**src/rtl/vlcfg_pkg.sv**
```systemverilog
package vlcfg_pkg;
  typedef struct packed {
    logic update;    // commit new vl / vtype
    logic useMax;    // grant the maximum length
    logic useCur;    // current vl is the request
    logic illegal;   // unsupported configuration
    logic writeDst;  // return the length to the destination
  } cfgStrobes_t;
endpackage

```
**src/rtl/vlcfg_ctrl.sv**
```systemverilog
module vlcfg_ctrl
  import vlcfg_pkg::*;
#(
  parameter int VLEN = 128,
  parameter int ELEN = 64
) (
  input  logic        cfgValid,
  input  logic [2:0]  reqSew,
  input  logic [2:0]  reqLmul,
  input  logic        srcIsZero,
  input  logic        dstIsZero,
  output cfgStrobes_t strb
);
  localparam int LOG2VLEN = $clog2(VLEN);
  localparam int LOG2ELEN = $clog2(ELEN);
  localparam logic [2:0] ELEN_CODE = 3'(LOG2ELEN - 3);
  localparam logic [7:0] SPAN = 8'(LOG2VLEN - LOG2ELEN);

  logic [7:0] kExt;
  logic [7:0] elenRoom;   // log2(VLEN*LMUL/ELEN), two's complement

  always_comb begin
    kExt     = {{5{reqLmul[2]}}, reqLmul};
    elenRoom = SPAN + kExt;
    strb.update   = cfgValid;
    strb.useMax   = srcIsZero & ~dstIsZero;
    strb.useCur   = srcIsZero & dstIsZero;
    strb.illegal  = (reqLmul == 3'b100) | (reqSew > ELEN_CODE) | elenRoom[7];
    strb.writeDst = cfgValid & ~dstIsZero;
  end
endmodule

```
**src/rtl/vlcfg_dp.sv**
```systemverilog
module vlcfg_dp
  import vlcfg_pkg::*;
#(
  parameter int VLEN = 128,
  parameter int XLEN = 32
) (
  input  logic                    clk,
  input  logic                    rst,
  input  cfgStrobes_t             strb,
  input  logic [XLEN-1:0]         reqAvl,
  input  logic [2:0]              reqSew,
  input  logic [2:0]              reqLmul,
  input  logic                    reqTailAgn,
  input  logic                    reqMaskAgn,
  output logic [$clog2(VLEN):0]   curVl,
  output logic [7:0]              curVtype,
  output logic                    curVill,
  output logic                    dstWrite,
  output logic [XLEN-1:0]         dstData
);
  localparam int LOG2VLEN = $clog2(VLEN);
  localparam int VLW = LOG2VLEN + 1;
  localparam logic [VLW-1:0] ONE = VLW'(1);

  logic [7:0]      kExt;
  logic [7:0]      expo;      // log2(LMUL*VLEN/SEW)
  logic [VLW-1:0]  vlMax;
  logic [XLEN-1:0] avlSel;
  logic [XLEN-1:0] vlMaxX;
  logic [VLW-1:0]  nextVl;

  logic [VLW-1:0]  vlReg;
  logic [7:0]      vtypeReg;
  logic            villReg;

  always_comb begin
    kExt   = {{5{reqLmul[2]}}, reqLmul};
    expo   = 8'(LOG2VLEN) + kExt - 8'd3 - {5'b0, reqSew};
    vlMax  = expo[7] ? '0 : (ONE << expo);
    vlMaxX = XLEN'(vlMax);
    avlSel = strb.useCur ? XLEN'(vlReg) : reqAvl;
    if (strb.illegal)             nextVl = '0;
    else if (strb.useMax)         nextVl = vlMax;
    else if (avlSel < vlMaxX)     nextVl = avlSel[VLW-1:0];
    else                          nextVl = vlMax;
  end

  always_ff @(posedge clk) begin
    if (rst) begin
      vlReg    <= '0;
      vtypeReg <= '0;
      villReg  <= 1'b1;
      dstWrite <= 1'b0;
      dstData  <= '0;
    end else begin
      dstWrite <= strb.writeDst;
      if (strb.writeDst) dstData <= XLEN'(nextVl);
      if (strb.update) begin
        vlReg    <= nextVl;
        villReg  <= strb.illegal;
        vtypeReg <= strb.illegal ? 8'h00 : {reqMaskAgn, reqTailAgn, reqSew, reqLmul};
      end
    end
  end

  assign curVl    = vlReg;
  assign curVtype = vtypeReg;
  assign curVill  = villReg;
endmodule

```
**src/rtl/vlcfg_top.sv**
```systemverilog
module vlcfg_top
  import vlcfg_pkg::*;
#(
  parameter int VLEN = 128,
  parameter int ELEN = 64,
  parameter int XLEN = 32
) (
  input  logic                  clk,
  input  logic                  rst,
  input  logic                  cfgValid,
  input  logic [XLEN-1:0]       reqAvl,
  input  logic [2:0]            reqSew,
  input  logic [2:0]            reqLmul,
  input  logic                  reqTailAgn,
  input  logic                  reqMaskAgn,
  input  logic                  srcIsZero,
  input  logic                  dstIsZero,
  output logic [$clog2(VLEN):0] curVl,
  output logic [7:0]            curVtype,
  output logic                  curVill,
  output logic                  dstWrite,
  output logic [XLEN-1:0]       dstData
);
  cfgStrobes_t strb;

  vlcfg_ctrl #(.VLEN(VLEN), .ELEN(ELEN)) u_ctrl (
    .cfgValid (cfgValid),
    .reqSew   (reqSew),
    .reqLmul  (reqLmul),
    .srcIsZero(srcIsZero),
    .dstIsZero(dstIsZero),
    .strb     (strb)
  );

  vlcfg_dp #(.VLEN(VLEN), .XLEN(XLEN)) u_dp (
    .clk       (clk),
    .rst       (rst),
    .strb      (strb),
    .reqAvl    (reqAvl),
    .reqSew    (reqSew),
    .reqLmul   (reqLmul),
    .reqTailAgn(reqTailAgn),
    .reqMaskAgn(reqMaskAgn),
    .curVl     (curVl),
    .curVtype  (curVtype),
    .curVill   (curVill),
    .dstWrite  (dstWrite),
    .dstData   (dstData)
  );
endmodule

```
**config.mk**
```make
export PLATFORM = sky130hd
export DESIGN_NAME = vlcfg_top
export DESIGN_NICKNAME = d
export VERILOG_FILES = /design/src/rtl/vlcfg_pkg.sv /design/src/rtl/vlcfg_ctrl.sv /design/src/rtl/vlcfg_dp.sv /design/src/rtl/vlcfg_top.sv
export SDC_FILE = /design/constraint.sdc
export NUM_CORES = 1
export LEC_CHECK = 0
export CORE_ASPECT_RATIO = 0.9
export CORE_MARGIN = 8
export CORE_UTILIZATION = 41
export CTS_CLUSTER_DIAMETER = 150
export DETAILED_ROUTE_END_ITERATION = 12
export PLACE_DENSITY = 0.81
export SYNTH_ARGS = -nofsm -noshare
export SYNTH_HDL_FRONTEND = slang
export SYNTH_SLANG_ARGS = --single-unit
```
**constraint.sdc**
```tcl
create_clock -name clk -period 8.6 [get_ports clk]
set_clock_uncertainty 0.15 [all_clocks]
set_input_delay 2.15 -clock clk [delete_from_list [all_inputs] [get_ports clk]]
set_output_delay 2.15 -clock clk [all_outputs]
set_load 0.02 [all_outputs]
```
# Word level (Yosys, flattened, before mapping)
# Cells that the tools add are included.
classes:
  add_sub_neg: 4
  order_cmp: 2
  eq_ne: 1
  shift: 1
  n_mux: 6
  n_bitwise: 6
ops:
  columns: ["cell", "count"]
  rows:
  - ["$mux W8", 5]
  - ["$lt A32 B8 Y1", 1]
  - ["$mux W32", 1]
  - ["$shl A1 B8 Y8 const A", 1]
  - ["$sub A8 B2 Y8 const B", 1]
  - ["$sub A8 B3 Y8", 1]
  - ["$add A4 B3 Y5 const A", 1]
  - ["$add A2 B3 Y4 const A", 1]
  - ["$and A1 B1 Y1", 3]
  - ["$eq A3 B3 Y1 const B", 1]
  - ["$gt A3 B2 Y1 const B", 1]
  - ["$or A1 B1 Y1", 2]
  - ["$not A1 Y1", 1]
word_totals:
  regBits: 26
  input_bits: 45
  out_inout_bits: 50
  elab_cells: 25

# Logic depth before layout (Yosys ltp)
# Gate-level depths: netlist of run 1.
logic_depth:
  word_depth: 9
  mapped_depth: 18
  ltp_nobuf: 17

# By module
# A second synthesis of run 1 with hierarchy kept.
hier_totals:
  cells_unflattened: 256
  area_unflattened_um2: 2069.5
by_module_without_submodules:
  columns: ["mod", "n_inst", "cells_per_inst", "area_each_um2", "seq_area_each_um2"]
  rows:
  - ["vlcfg_dp", 1, 250, 2031.9, 520.5]
  - ["vlcfg_ctrl", 1, 6, 37.5, 0.0]

# Worst setup path after synthesis of run 1
# No wires, ideal clock.
synth_timing:
  path_type: "input-to-reg"
  startpoint: "in reqLmul[0]"
  endpoint: "reg u_dp.vlReg[4], in the netlist u_dp.curVl[4]"
  setup_ns: 0.122
  arrival_time_ns: 6.393
  required_time_ns: 8.328
  path_slack_ns: 1.935
  cell_stages: 17
  path_buffers: 0
  cell_sequence: "inv_1 > ha_1 > ha_1 > inv_1 > ha_1 > inv_1 > fa_1 > fa_1 > nor2b_1 > or4b_2 > or2_2 > ha_1 > o21a_1 > o21ai_0 > a221oi_2 > nor3_4 > a221o_1"
synth_via:
  elab_chain_cells: 9
  word_cells_on_any_way: 13
  classes_between: "add/sub (4); order compare (1); eq/ne (1); shift (1); mux (4); bitwise (2)"
synth_lines:
  columns: ["element", "line", "text"]
  rows:
  - ["from (decl)", "vlcfg_top.sv:13", "input logic [2:0] reqLmul,"]
  - ["$add A4 B3 Y5", "vlcfg_dp.sv:38", "expo = 8'(LOG2VLEN) + kExt - 8'd3 - {5'b0, reqSew};"]
  - ["$sub A8 B2 Y8", "vlcfg_dp.sv:38", null]
  - ["$sub A8 B3 Y8", "vlcfg_dp.sv:38", null]
  - ["$shl A1 B8 Y8", "vlcfg_dp.sv:39", "vlMax = expo[7] ? '0 : (ONE << expo);"]
  - ["$mux W8", "vlcfg_dp.sv:39", null]
  - ["$lt A32 B8 Y1", "vlcfg_dp.sv:44", "else if (avlSel < vlMaxX) nextVl = avlSel[VLW-1:0];"]
  - ["$mux W8", "vlcfg_dp.sv:44", null]
  - ["$mux W8", "vlcfg_dp.sv:43", "else if (strb.useMax) nextVl = vlMax;"]
  - ["$mux W8 *", "vlcfg_dp.sv:42", "if (strb.illegal) nextVl = '0;"]
  - ["to (signal assigned)", "vlcfg_dp.sv:59", "vlReg <= nextVl;"]
  - ["to (decl)", "vlcfg_dp.sv:32", "logic [VLW-1:0] vlReg;"]
# Mark *: on every way between the ends. The rest lies on a longest branch, timed or not.
# A chain may end at the register's enable or synchronous reset.

# Final worst setup path of run 1
layout_timing:
  startpoint: "in reqLmul[0]"
  endpoint: "reg u_dp.vlReg[6], in the netlist u_dp.curVl[6]"
# Same word-level chain as after synthesis.

==> results of run 1 <==
-- metal layers --
layer  share of wire [%]  global-route usage (%)  vias to the layer above
li1                    -                       -                      914
met5                   0                       0                        -
met4                0.98                   3.541                        0
met1                  41                   17.31                      845
met2                  46                   25.50                       78
met3                  12                   5.141                        5
-- worst min path at each step --
stage	endpoint	start	cells past startpoint
4_1_cts	u_dp.dstData[7]	u_dp.dstData[7]	2
2_1_floorplan	u_dp.dstData[2]	u_dp.dstData[2]	2
5_1_grt	u_dp.dstData[7]	u_dp.dstData[7]	2
3_3_place_gp	u_dp.curVtype[3]	u_dp.curVtype[3]	2
3_5_place_dp	u_dp.dstData[3]	u_dp.dstData[3]	2
6_report	u_dp.curVtype[3]	u_dp.curVtype[3]	2
-- area by class of cell --
class	instances	area share, %
Timing Repair Buffer	70	26.43
Clock buffer	4	2.076
Sequential cell	26	19.63
Multi-Input combinational cell	174	46.53
Tap cell	62	2.926
Inverter	17	2.407
-- where the power goes --
group / switching, W / leakage, nW / total (W) / internal, W
clock: 0.0000399 / 0.0288 / 0.0000810 / 0.0000410
combinational: 0.0000563 / 0.829 / 0.000101 / 0.0000446
sequential: 0.00000104 / 0.210 / 0.000123 / 0.000122
-- through the flow --
stage	hold slack, ps	cell area, µm²
6_report	314.9	2651
5_1_grt	335.6	2651
4_1_cts	322.5	2651
3_5_place_dp	297.0	2596
3_3_place_gp	288.4	2596
2_1_floorplan	384.9	2023
-- cells in the final DEF, fill, tap and decap left out, drive strengths merged, types with 3 or more instances in the layout --
master / instances
clkdlybuf4s50: 70
or3: 4
nand2: 18
a21o: 3
o21ai: 5
nand4: 6
ha: 15
nor3: 4
a221o: 4
conb: 24
nor2: 12
clkbuf: 4
a311oi: 3
a21oi: 5
nor4: 10
or2: 8
mux2i: 7
o211ai: 4
dfxtp: 26
a22o: 4
o31ai: 8
o31a: 5
inv: 17
-- state kept, by name (all words and copies together) (netlist names) --
signal         count
u_dp.curVl         8
u_dp.curVill       1
u_dp.dstWrite      1
u_dp.curVtype      8
u_dp.dstData       8
-- kinds of logic (layout without fill, tap and decap cells) --
| family | Yosys count | in the layout | share of synthesized area (%) |
|---|---|---|---|
| buffers and inverters | 47 | 91 | 13.89 |
| other | 1 | 24 | 0.1936 |
| AOI/OAI and AO/OA | 49 | 49 | 20.80 |
| muxes | 7 | 7 | 3.618 |
| and+or+nand+nor | 77 | 77 | 22.87 |
| adders and majority gates | 17 | 17 | 11.76 |
| DFF | 26 | 26 | 26.87 |
-- worst reg2reg max path, stage by stage, from the launching register on --
cell       delay (ps)
dfxtp_1           330
mux2i_1           130
inv_1              80
ha_1              320
a211o_1           330
a2111oi_4         240
a221oi_2          220
o31a_1            390
a211o_1           270
==> impl_metrics.env, run 1 <==
export IMPL_status="finished clean"
export IMPL_drt_iter0_drc=119
export IMPL_yosysWarningCount=0
export IMPL_synth_area_leaders="dfxtp_1 (27%), ha_1 (9.7%), buf_4 (9.3%)"
export IMPL_die_y_um=81.21
export IMPL_grt_max_degree=17
export IMPL_critPathSlowestCell="a221oi_2"
export IMPL_cp_num_cells=18
export IMPL_dp_slack_ps=1110
export IMPL_critPathMaxStageDelay_ps=680
export IMPL_drive_above_1_share_pct=6.186
export IMPL_dr_pass1_iters=7
export IMPL_dieArea_um2=7183
export IMPL_grt_pass1_wl_um=8521
export IMPL_critPathBufInv=4
export IMPL_ff2ff_path_depth=8
export IMPL_vias=1842
export IMPL_critPathTopFamily="adder cells"
export IMPL_hold_class="reg -> reg"
export IMPL_syn_to_final_growth_pct=36.89
export IMPL_io_pin_count=95
export IMPL_antenna_diode_count=0
export IMPL_worst_slack_ps=1403
export IMPL_core_area_um2=4489
export IMPL_worst_slew_pin_slew_ps=1159
export IMPL_drt_wl_total_um=5498
export IMPL_crit_arrival_ps=7220
export IMPL_end_kind="register"
export IMPL_viasPerCell=5.218
export IMPL_seq_area_um2=520.5
export IMPL_rsz0062_at_grt="false"
export IMPL_grt_total_usage_pct=14.86
export IMPL_post_cts_setup_buffers=0
export IMPL_layoutNonFillerInstCount=353
export IMPL_ys_ff_latch=26
export IMPL_synthCells=224
export IMPL_crit_path_start_kind="primary input"
export IMPL_synth_top_area_cell="dfxtp_1"
export IMPL_io_buffers=70
export IMPL_clk_pin_slew_worst_paths_ps=90
export IMPL_multiInputGateArea_um2=1234
export IMPL_finalSetupTns_ps=0
export IMPL_cp_common_cell="ha_1"
export IMPL_hold_buffers=0
export IMPL_synth_top_area_share_pct=26.87
export IMPL_endpoint="u_dp.curVl[6]"
export IMPL_layout_nets=354
export IMPL_worstSetupPathType="in -> reg"
export IMPL_peakVddDrop_v=0.00005850
export IMPL_cts_max_level=1
export IMPL_slew_headroom_pct=22.46
export IMPL_r2r_setup_slack_ps=6040
export IMPL_layout_min_cycle_time_ps=7197
export IMPL_grt_ovfl_total=0
export IMPL_antenna_found_initial=0
export IMPL_ys_async_sr_fraction_pct=0
export IMPL_utilization_pct=59.06
export IMPL_synth_edf_count=0
export IMPL_ant_nets=0
export IMPL_clk_latency_ps=280
export IMPL_wl_per_cell_um=15.58
export IMPL_fill_cells=413
export IMPL_pwr_density_cell_nw_per_um2=115.1
export IMPL_fmax_ghz=0.1389
export IMPL_cts_resized=0
export IMPL_die_w_um=88.45
export IMPL_drc=0
export IMPL_worstPathMaxFanout=10
export IMPL_ys_seq_area_share_pct=26.87
export IMPL_p_total_w=0.0003052
export IMPL_dp_cells=349
export IMPL_start_util_pct=43.14
export IMPL_critPathRequiredTime_ps=8620
export IMPL_finalHoldViolCount=0
export IMPL_routabilityCongestion=0.8532
export IMPL_cap_violations=0
export IMPL_synth_ff_type="dfxtp_1"
export IMPL_regToRegEndpoint="u_dp.dstData[0]"
export IMPL_yosys_cell_count_top_type="dfxtp_1"
export IMPL_cts_root_buf="clkbuf_8"
export IMPL_r2r_start="u_dp.curVl[3]"
export IMPL_critPathLaunch="reqLmul[0]"
export IMPL_finalSetupViolCount=0
export IMPL_cts_tree="done"
export IMPL_rows=23
export IMPL_numCtsBuffers=3
export IMPL_netlist_area_um2=1937
export IMPL_p_leak_nw=1.068
export IMPL_cts_sinks=26
export IMPL_yosys_top_cells_count="dfxtp_1 (26), buf_4 (24), nand2_1 (18)"
export IMPL_cts_max_path_buffers=2
export IMPL_first_global_vias=1765
export IMPL_syn_avg_cell_area_um2=8.647
export IMPL_path_cells="clkdlybuf4s50_1 -> inv_1 -> ha_1 -> ha_1 -> inv_1 -> ha_1 -> inv_1 -> fa_1 -> fa_1 -> nor2b_1 -> or4b_2 -> or2_2 -> ha_1 -> o21a_1 -> o21ai_0 -> a221oi_2 -> nor3_4 -> a221o_1"
export IMPL_slew_violations=0
export IMPL_synth_cell_type_count=48
export IMPL_fin_crit_sh_pct=83.69
export IMPL_hpwl_um=4480
Note: power is estimated with default switching activity, not from simulation.
==> run 2: changes to the inputs <==
--- a/config.mk
+++ b/config.mk
@@ -7,10 +7,10 @@
 export LEC_CHECK = 0
 export CORE_ASPECT_RATIO = 0.9
 export CORE_MARGIN = 8
-export CORE_UTILIZATION = 41
+export CORE_UTILIZATION = 37
 export CTS_CLUSTER_DIAMETER = 150
 export DETAILED_ROUTE_END_ITERATION = 12
-export PLACE_DENSITY = 0.81
+export PLACE_DENSITY = 0.77
 export SYNTH_ARGS = -nofsm -noshare
 export SYNTH_HDL_FRONTEND = slang
 export SYNTH_SLANG_ARGS = --single-unit
==> constraint.sdc (replaced) <==
create_clock -name clk -period 6.1 [get_ports clk]
set_clock_uncertainty 0.15 [all_clocks]
set_input_delay 1.525 -clock clk [delete_from_list [all_inputs] [get_ports clk]]
set_output_delay 1.525 -clock clk [all_outputs]
set_load 0.02 [all_outputs]
==> run 2 against run 1 <==
  * Hold slack worse by 3.2 ps
  * Utilization is 1.7 points lower
  * First-iteration DRC count is 50% lower
  * Critical path depth stayed put
  * Total power is 54% higher
  * Critical path type unchanged
  * Critical endpoint is now u_dp.curVl[2]
  * Largest power group is now combinational logic
==> impl_metrics.env, run 2 (synthesis results as in run 1) <==
export IMPL_worst_slack_ps=237.5
export IMPL_slew_violations=0
export IMPL_pwr_density_cell_nw_per_um2=158.4
export IMPL_numCtsBuffers=3
export IMPL_wl_per_cell_um=15.34
export IMPL_drt_iter0_drc=60
export IMPL_p_leak_nw=1.223
export IMPL_viasPerCell=5.028
export IMPL_p_comb_share_pct=38.4
export IMPL_whs_path_depth=2
export IMPL_status="finished clean"
export IMPL_layout_common_cells="clkdlybuf4s50_1 (68), buf_4 (30), dfxtp_1 (26)"
export IMPL_finalHoldViolCount=0
export IMPL_ant_nets=0
export IMPL_core_area_um2=5161
export IMPL_grt_pass1_wl_um=9715
export IMPL_hpwl_um=4805
export IMPL_cap_violations=0
export IMPL_routabilityCongestion=0.8677
export IMPL_vias=1956
export IMPL_peakVddDrop_v=0.00009714
export IMPL_rows=25
export IMPL_die_w_um=92.27
export IMPL_regToRegEndpoint="u_dp.curVl[2]"
export IMPL_drive_above_1_share_pct=18.94
export IMPL_critPathTopFamily="adder cells"
export IMPL_slew_headroom_pct=44.28
export IMPL_cts_root_buf="clkbuf_8"
export IMPL_start_util_pct=37.53
export IMPL_drt_wl_total_um=5969
export IMPL_fin_crit_sh_pct=96.11
export IMPL_path_cells="dlygate4sd2_1 -> inv_2 -> ha_1 -> ha_1 -> inv_1 -> ha_2 -> fa_2 -> fa_1 -> nor2b_1 -> or4b_4 -> or2_1 -> ha_2 -> a211o_1 -> a2111oi_4 -> a221oi_4 -> buf_12 -> o31a_1 -> o31ai_1"
export IMPL_clk_latency_ps=280
export IMPL_clk_pin_slew_worst_paths_ps=90
export IMPL_end_kind="register"
export IMPL_die_y_um=84.64
export IMPL_worstSetupPathType="in -> reg"
export IMPL_utilization_pct=57.38
export IMPL_cts_tree="done"
export IMPL_swShare_pct=31.92
export IMPL_dp_slack_ps=-732.1
export IMPL_cts_sinks=26
export IMPL_fmax_ghz=0.1706
export IMPL_hold_class="reg -> reg"
export IMPL_p_int_w=0.0003194
export IMPL_critPathRequiredTime_ps=6140
export IMPL_cts_max_path_buffers=2
export IMPL_io_buffers=70
export IMPL_layout_min_cycle_time_ps=5863
export IMPL_cp_num_cells=18
export IMPL_seq_power_share_pct=37.1
export IMPL_grt_max_degree=15
export IMPL_worstPathMaxFanout=8
export IMPL_cts_max_level=1
export IMPL_crit_path_start_kind="primary input"
export IMPL_io_pin_count=95
export IMPL_critPathMaxStageDelay_ps=510
export IMPL_critPathLaunch="reqLmul[1]"
export IMPL_grt_total_usage_pct=15.00
export IMPL_ff2ff_path_depth=9
export IMPL_p_total_w=0.0004692
export IMPL_holdWs_ps=311.8
export IMPL_drc=0
export IMPL_layout_nets=385
export IMPL_crit_arrival_ps=5910
export IMPL_critPathSlowestCell="or4b_4"
export IMPL_critPathBufInv=4
export IMPL_endpoint="u_dp.curVl[2]"
export IMPL_hold_buffers=0
export IMPL_dr_pass1_iters=4
export IMPL_antenna_diode_count=0
export IMPL_power_frac_clock_pct=24.6
export IMPL_first_global_vias=2034
export IMPL_dieArea_um2=7809
export IMPL_finalSetupViolCount=0
export IMPL_syn_to_final_growth_pct=52.91
export IMPL_netSwitchingPower_w=0.0001498
export IMPL_grt_ovfl_total=0
export IMPL_antenna_found_initial=0
export IMPL_r2r_start="u_dp.curVl[3]"
export IMPL_layout_commonest_cell="clkdlybuf4s50_1"
export IMPL_worst_slew_pin_slew_ps=828.2
export IMPL_r2r_setup_slack_ps=3520
## run 2: worst reg2reg max path: stages (launching register included)
cell	delay, ps
dfxtp_1	340
mux2i_1	120
inv_1	100
ha_1	350
a211o_1	340
a2111oi_4	280
a221oi_4	150
buf_12	170
o31a_1	320
o31ai_1	180
## run 2: repair_timing
item,4_1_cts,5_1_grt
hold endpoints to repair,0,0
pin swaps,17,3
resized for setup,14,4
setup endpoints to repair,16,16
setup buffers,5,1
## run 2: through the flow
| stage | setup TNS (ps) | instances | area [µm²] |
|---|---|---|---|
| CTS | 0 | 388 | 2939 |
| finish | 0 | 389 | 2962 |
| floorplan | 0 | 247 | 2023 |
| global placement | -7948 | 379 | 2803 |
| detailed placement | -10120 | 379 | 2803 |
| global route | -1.902 | 389 | 2962 |
## run 2: how the worst min path moves through the flow
stage	from	to	slack (ps)
6_report	u_dp.curVtype[0]	u_dp.curVtype[0]	310
4_1_cts	u_dp.dstData[5]	u_dp.dstData[5]	320
2_1_floorplan	u_dp.dstData[2]	u_dp.dstData[2]	380
3_5_place_dp	u_dp.curVtype[5]	u_dp.curVtype[5]	300
5_1_grt	u_dp.dstData[3]	u_dp.dstData[3]	350
3_3_place_gp	u_dp.curVtype[3]	u_dp.curVtype[3]	290
## run 2: metal layers
metal | wire length (µm) | global-route usage [%] | vias up | part of all wire [%]
met5 | 0 | 0 | - | 0
met4 | 55 | 3.216 | 0 | 0.92
met3 | 514 | 4.991 | 9 | 8.6
met2 | 2728 | 25.52 | 80 | 46
met1 | 2671 | 17.74 | 895 | 45
li1 | - | - | 972 | -
## run 2: area by class of cell
class | count | area, µm²
fill | 463 | 2200
multi-input combinational | 174 | 1295
sequential | 26 | 520.5
inverter | 17 | 63.81
timing repair buffer | 101 | 943.4
clock buffer | 4 | 55.05
tap | 67 | 83.83
## run 2: power groups by stage
| stage | Combinational, W | Sequential [W] | Clock, W |
|---|---|---|---|
| after detailed placement | 0.000166 | 0.000178 | 0 |
| after floorplan | 0.0000958 | 0.000181 | 0 |
| after global placement | 0.000161 | 0.000178 | 0 |
| after global routing | 0.000197 | 0.000174 | 0.000123 |
| final | 0.000180 | 0.000174 | 0.000115 |
| after CTS | 0.000175 | 0.000174 | 0.000118 |
